--- src/rtl/sram_ctrl.sv ---
module sram_ctrl #(
  parameter int ADDR_W   = 19,
  parameter int CLK_NS   = 10,
  parameter int T_RC_NS  = 55,
  parameter int T_AA_NS  = 55,
  parameter int T_WC_NS  = 55,
  parameter int T_WP_NS  = 35,
  parameter int T_AW_NS  = 45,
  parameter int T_DW_NS  = 25,
  parameter int T_OHZ_NS = 25
) (
  input  logic              clk,
  input  logic              rst_n,
  input  logic              req,
  input  logic              req_wr,
  input  logic [ADDR_W-1:0] req_addr,
  input  logic [15:0]       req_wdata,
  input  logic [1:0]        req_be,
  output logic [15:0]       rd_data,
  output logic              done,
  output logic [ADDR_W-1:0] mem_addr,
  output logic              mem_sel_n,
  output logic              mem_sel,
  output logic              mem_we_n,
  output logic              mem_oe_n,
  output logic              mem_lo_n,
  output logic              mem_hi_n,
  output logic [15:0]       mem_dat_o,
  output logic              mem_dat_oe,
  input  logic [15:0]       mem_dat_i
);

  function automatic int cyc(input int ns);
    int c;
    c = (ns + CLK_NS - 1) / CLK_NS;
    return (c < 1) ? 1 : c;
  endfunction

  function automatic int mx(input int a, input int b);
    return (a > b) ? a : b;
  endfunction

  localparam int RD_CYC  = cyc(mx(T_RC_NS, T_AA_NS));
  localparam int WP_CYC  = mx(cyc(T_WP_NS), mx(cyc(T_AW_NS), cyc(T_DW_NS)));
  localparam int REC_CYC = mx(1, cyc(T_WC_NS) - WP_CYC - 1);
  localparam int OHZ_CYC = cyc(T_OHZ_NS);
  localparam int MAXC    = mx(mx(RD_CYC, WP_CYC), mx(REC_CYC, OHZ_CYC));
  localparam int CNT_W   = $clog2(MAXC + 1);

  typedef enum logic [2:0] {S_IDLE, S_RD, S_WSET, S_WP, S_WREC} state_t;

  state_t            st;
  logic [CNT_W-1:0]  cnt;
  logic [CNT_W-1:0]  rel;
  logic [ADDR_W-1:0] a_q;
  logic [15:0]       d_q;
  logic [1:0]        be_q;
  logic              busy;
  logic              released;

  assign busy     = (st != S_IDLE);
  assign released = (rel >= CNT_W'(OHZ_CYC));

  always_ff @(posedge clk or negedge rst_n) begin
    if (!rst_n) begin
      st      <= S_IDLE;
      cnt     <= '0;
      rel     <= CNT_W'(OHZ_CYC);
      a_q     <= '0;
      d_q     <= '0;
      be_q    <= '0;
      rd_data <= '0;
      done    <= 1'b0;
    end else begin
      done <= 1'b0;
      if (st == S_RD)     rel <= '0;
      else if (!released) rel <= rel + 1'b1;
      case (st)
        S_IDLE: if (req) begin
          a_q  <= req_addr;
          d_q  <= req_wdata;
          be_q <= req_be;
          if (req_wr) begin
            st <= S_WSET;
          end else begin
            st  <= S_RD;
            cnt <= CNT_W'(RD_CYC - 1);
          end
        end
        S_RD: if (cnt == '0) begin
          rd_data <= mem_dat_i & {{8{be_q[1]}}, {8{be_q[0]}}};
          done    <= 1'b1;
          st      <= S_IDLE;
        end else begin
          cnt <= cnt - 1'b1;
        end
        S_WSET: if (released) begin
          st  <= S_WP;
          cnt <= CNT_W'(WP_CYC - 1);
        end
        S_WP: if (cnt == '0) begin
          st  <= S_WREC;
          cnt <= CNT_W'(REC_CYC - 1);
        end else begin
          cnt <= cnt - 1'b1;
        end
        S_WREC: if (cnt == '0) begin
          done <= 1'b1;
          st   <= S_IDLE;
        end else begin
          cnt <= cnt - 1'b1;
        end
        default: st <= S_IDLE;
      endcase
    end
  end

  assign mem_addr   = a_q;
  assign mem_sel_n  = !busy;
  assign mem_sel    = busy;
  assign mem_we_n   = (st != S_WP);
  assign mem_oe_n   = (st != S_RD);
  assign mem_lo_n   = !(busy && be_q[0]);
  assign mem_hi_n   = !(busy && be_q[1]);
  assign mem_dat_o  = d_q;
  assign mem_dat_oe = (st == S_WP) || (st == S_WREC);

endmodule

--- config.mk ---
export PLATFORM = sky130hd
export DESIGN_NAME = sram_ctrl
export DESIGN_NICKNAME = d
export VERILOG_FILES = /design/src/rtl/sram_ctrl.sv
export SDC_FILE = /design/constraint.sdc
export NUM_CORES = 1
export LEC_CHECK = 0
export ABC_AREA = 1
export BUFFER_PORTS_ARGS = -buffer_cell sky130_fd_sc_hd__buf_2
export CAP_MARGIN = 15
export CORE_MARGIN = 3
export CORE_UTILIZATION = 50
export CTS_CLUSTER_DIAMETER = 200
export DETAILED_ROUTE_END_ITERATION = 10
export PLACE_DENSITY = 0.88
export SYNTH_ARGS = -nofsm -noshare
export SYNTH_HDL_FRONTEND = slang
export SYNTH_SLANG_ARGS = --single-unit
--- constraint.sdc ---
create_clock -name clk -period 3.8 [get_ports clk]
set_clock_uncertainty 0.1 [all_clocks]
set_input_delay 0.19 -clock clk [delete_from_list [all_inputs] [get_ports clk]]
set_output_delay 0.19 -clock clk [all_outputs]
set_load 0.01 [all_outputs]
Word-level counts from Yosys, hierarchy flattened --
Cells that the tools add are included.
Operators by class: add/sub/neg operators 2, $mul 0, div/mod/pow operators 0, magnitude comparators 1, eq/ne operators 13, shifts and indexed selects 0, mux-type cells 16, bitwise logic cells 1, reductions and logical operators 15
Operator list (number):
- $mux W3 | 11
- $pmux W3 S4 | 2
- $and A16 B16 Y16 | 1
- $ne A2 B2 Y1 const B | 5
- $eq A3 B2 Y1 const B | 2
- $logic_not A3 Y1 | 2
- $reduce_and A5 Y1 | 1
- $ne A2 B1 Y1 const B | 2
- $reduce_and A2 Y1 | 2
- $reduce_and A4 Y1 | 1
- $reduce_bool A4 Y1 | 1
- $add A3 B1 Y3 const B | 1
- $eq A3 B1 Y1 const B | 1
- $eq A3 B3 Y1 const B | 1
- $ge A3 B2 Y1 const B | 1
- $logic_not A1 Y1 | 3
- $ne A3 B1 Y1 const B | 1
- $ne A3 B2 Y1 const B | 1
- $reduce_bool A3 Y1 | 1
- $sub A3 B1 Y3 const B | 1
- $logic_and A1 B1 Y1 | 2
- $mux W1 | 2
- $mux W2 | 1
- $reduce_or A2 Y1 | 1
- $logic_or A1 B1 Y1 | 1
Word-level totals: register bits 63, latch bits 0, RAM bits 0, bits in read-only memories 0, input bits 57, output and inout port bits 59, logic and storage cells 56, memories kept 0

Longest topological paths before layout --
depth in word-level cells 4, mapped depth 10, mapped depth without buffers 10

Least setup slack after synthesis --
Ideal clock, no wire load.
kind register to register, start register rel[0], end register cnt[0], library setup time 0.118 ns, data arrival time 1.412 ns, data required time 3.582 ns, slack 2.171 ns, cell stages (with the launch flop) 10, path buffers 0, clock period less this slack 1.629 ns, cells stage by stage dfstp_2 ha_1 ha_1 nor2_1 nand2_1 nor2_1 nor2_1 nand3_1 nand2_1 nand2_1
Between the ends: longest elaborated chain between the ends 3
RTL lines:
- start: declaration | line 54 | logic [CNT_W-1:0] rel;
- start signal: assignment | line 68 | rel <= CNT_W'(OHZ_CYC);
- start signal: assignment | line 77 | else if (!released) rel <= rel + 1'b1;
- $ge A3 B2 Y1 | line 62 | assign released = (rel >= CNT_W'(OHZ_CYC));
- $ne A2 B2 Y1 (no line)
- $reduce_and A5 Y1 (no line)
- end signal: assignment | line 87 | cnt <= CNT_W'(RD_CYC - 1);
- end signal: assignment | line 95 | cnt <= cnt - 1'b1;
- end signal: assignment | line 99 | cnt <= CNT_W'(WP_CYC - 1);
- end: declaration | line 53 | logic [CNT_W-1:0] cnt;
Every way passes these cells. A chain may end at the register's enable or synchronous reset.

Final worst setup path --
start register cnt[0], end register rd_data[5]
Between the ends: longest elaborated chain between the ends 2
RTL lines:
- $logic_not A3 Y1 | line 90 | S_RD: if (cnt == '0) begin
- $reduce_and A2 Y1 (no line)
- end signal: assignment | line 91 | rd_data <= mem_dat_i & {{8{be_q[1]}}, {8{be_q[0]}}};
- end: declaration | line 19 | output logic [15:0] rd_data,
Every way passes these cells.

==> flow_summary.ini <==
[clocking]
cts_setup_buffers = 0
htree_levels = 3
clock-root-buffer = clkbuf_8
post_cts_resized = 0
clock_sinks = 63
cts_made_buffers = 9
hold_buffers = 49
path_clk_slew_ns = 0.07
clockBufferDepth = 2
cts_tree = built
clk_latency_ns = 0.32

[detailed_routing]
wl_met3_um = 435
drc = 0
wirelength_mm = 8.196
vias = 2602
routed_via_density = 5.246
routed.top_layer = met4
dr.pass1.iters = 4
wl_met1_mm = 2.995
antenna_left = 0
wl_per_cell_um = 16.52
drtIter0Drc = 100
wl_met2_mm = 4.541

[final_layout]
diodes = 0
multiInputGateArea_um2 = 1065
layout-drive-gt1-share_pct = 34.74
regArea_um2 = 1579
final_nets = 483
areaGrowthSynthToFinish_pct = 46.73
nFillCells = 324
final_util_pct = 77.64

[synth]
ys_top_cells_by_area = dfrtp_1, mux2_1, nand2_1
synth_most_common_cell = dfrtp_1
synth-edff-count = 0
synth_area_um2 = 2771
synthMuxAreaShare_pct = 15.03
synth_fp_nets = 317
synth_warnings = 0
synthAdderAreaFrac_pct = 1.806
synth_top_area_cell = dfrtp_1
ys_seq_area_share_pct = 56.98
synth-xor-area-share_pct = 0
syn_inst = 256
async_flop_share_pct = 100.0
ys_dominant_reg_cell = dfrtp_1
synth_top_family_by_area = simple AND/OR/NAND/NOR gates
synth_common_cells = dfrtp_1, nand2_1, nand3_1
synth-simple-area-share_pct = 17.25
syn_area_per_cell_um2 = 10.83
synth-seq-cells = 63
synth-compound-area-share_pct = 4.334
yosys.area.top_type_share_pct = 55.08
synthDistinctLibCells = 25

[global_routing]
grt_pass1_vias = 2783
grt_antenna_before_repair = 0
grt_pass1_wl_mm = 13.25
grt_usage_pct = 27.53
grt_start_max_net_pins = 39
overflow = 0

[setup_path]
cp.required_ns = 3.96
endpoint_kind = register
rr_startpoint = cnt[0]$_DFFE_PN0P_
reg2reg_depth = 8
crit_type = reg2reg
cp-start-kind = register
path_max_fanout = 21
r2r_end = rd_data[5]$_DFFE_PN0P_
cp_data_arrival_time_ns = 2.22
r2r_slack_ns = 1.74

[job]
maxCapViolations = 0

[hold_path]
holdPathStages = 3
min_from = mem_dat_i[1]
min_path_type = in2reg
min_to = rd_data[1]$_DFFE_PN0P_

[timing]
relSlewSlack_pct = 43.94
setup_violations = 0
rsz0062_at_grt = false
tightest_slew_ns = 0.8409
fmax_mhz = 484.8
fin_crit_sh_pct = 54.28
fin_crit_ns = 2.063
finalHoldViolCount = 0
drv_slew = 0
finalSetupTns_ns = 0

[die]
die_y_um = 80.45
core_area_um2 = 5238
dieArea_um2 = 6472
io_pins = 116
start_util_pct = 52.91
num_rows = 26
die_w_um = 80.45

[power_and_ir_drop]
vdd_ir_drop_max_v = 0.0004678
p_comb_share_pct = 45.0
leakagePower_nw = 2.116
p_int_mw = 1.963
switching_share_pct = 40.79
powerDensity_nw_per_um2 = 815.2
clockPowerShare_pct = 17.6
seqPwrFrac_pct = 37.4
p_sw_mw = 1.352

[place]
gp_congestion = 0.8029
detailed_place_hpwl_mm = 4.890
placement.io_buffers = 115

[status]
status = finished, final reports clean
## power groups by stage
stage,sequential [mW],clock [mW],combinational [mW]
floorplan,1.32,0,0.806
global placement,1.21,0,1.37
detailed placement,1.23,0,1.42
CTS,1.22,0.587,1.46
global route,1.28,0.624,1.64
finish,1.24,0.585,1.49
## per-stage QoR
step                      hold slack, ns  cell area [µm²]  setup WS (ns)  cells  power, mW
after floorplan                  -0.2056             2771          2.171    256      2.121
after detailed placement          0.2447             3378          1.806    432      2.649
after CTS                      0.0008357             4066          1.790    496      3.275
after global routing             0.01844             4066          1.570    496      3.540
after global placement            0.2320             3378          1.850    432      2.579
final                            0.01415             4066          1.737    496      3.315
## registers in the layout, summed over array words and instances, names as in the netlist
register,flops
cnt,3
be_q,2
mem_dat_o,16
st,3
rd_data,16
done,1
mem_addr,19
rel,3
## critical path, stage by stage, from the launching register on
cell and delay (ns):
dfrtp_1 0.41, inv_1 0.12, ha_1 0.15, inv_1 0.03, nor2_1 0.19, inv_1 0.33, nor2_4 0.43, nand3_1 0.15
nand2_1 0.10
## cells in the final DEF, fill, tap and decap left out, types with 2 or more instances in the layout
cell type,synthesis,routed
a21oi_1,3,3
buf_2,3,115
clkbuf_8,0,11
dfrtp_1,61,61
dfstp_2,2,2
dlygate4sd3_1,0,49
ha_1,4,4
inv_1,15,15
inv_2,2,2
mux2_1,30,30
mux2_2,7,7
nand2_1,50,50
nand3_1,31,31
nand4_1,2,2
nor2_1,11,11
nor2_4,2,2
o21ai_0,18,18
## cells by family after synthesis
family / Yosys count
multiplexers: 37
adder cells (fa/ha/maj): 4
AO/OA/AOI/OAI: 23
buffers and inverters: 27
AND/OR/NAND/NOR: 102
flip-flops: 63
## routing by layer
layer | vias to the layer above | GRT usage, %
met1 | 1281 | 28.90
met3 | 22 | 5.830
met5 | - | 0
met4 | 0 | 13.68
li1 | 1180 | -
met2 | 119 | 51.32
## layout make-up
| cell class | instances | area share, % |
|---|---|---|
| Clock inverter | 3 | 1.046 |
| Clock buffer | 12 | 3.815 |
| Multi-Input combinational cell | 166 | 26.18 |
| Timing Repair Buffer | 165 | 26.40 |
| Inverter | 17 | 1.569 |
| Sequential cell | 63 | 38.83 |
| Tap cell | 70 | 2.154 |
## how the worst max path moves through the flow
stage,end,startpoint,slack [ns]
finish,rd_data[5]$_DFFE_PN0P_,cnt[0]$_DFFE_PN0P_,1.74
global route,rd_data[5]$_DFFE_PN0P_,cnt[0]$_DFFE_PN0P_,1.57
CTS,rd_data[9]$_DFFE_PN0P_,cnt[0]$_DFFE_PN0P_,1.79
detailed placement,rd_data[9]$_DFFE_PN0P_,cnt[0]$_DFFE_PN0P_,1.81
global placement,rd_data[0]$_DFFE_PN0P_,cnt[0]$_DFFE_PN0P_,1.85
floorplan,cnt[0]$_DFFE_PN0P_,rel[0]$_DFFE_PN1P_,2.17
Note: power is estimated with default switching activity, not from simulation.
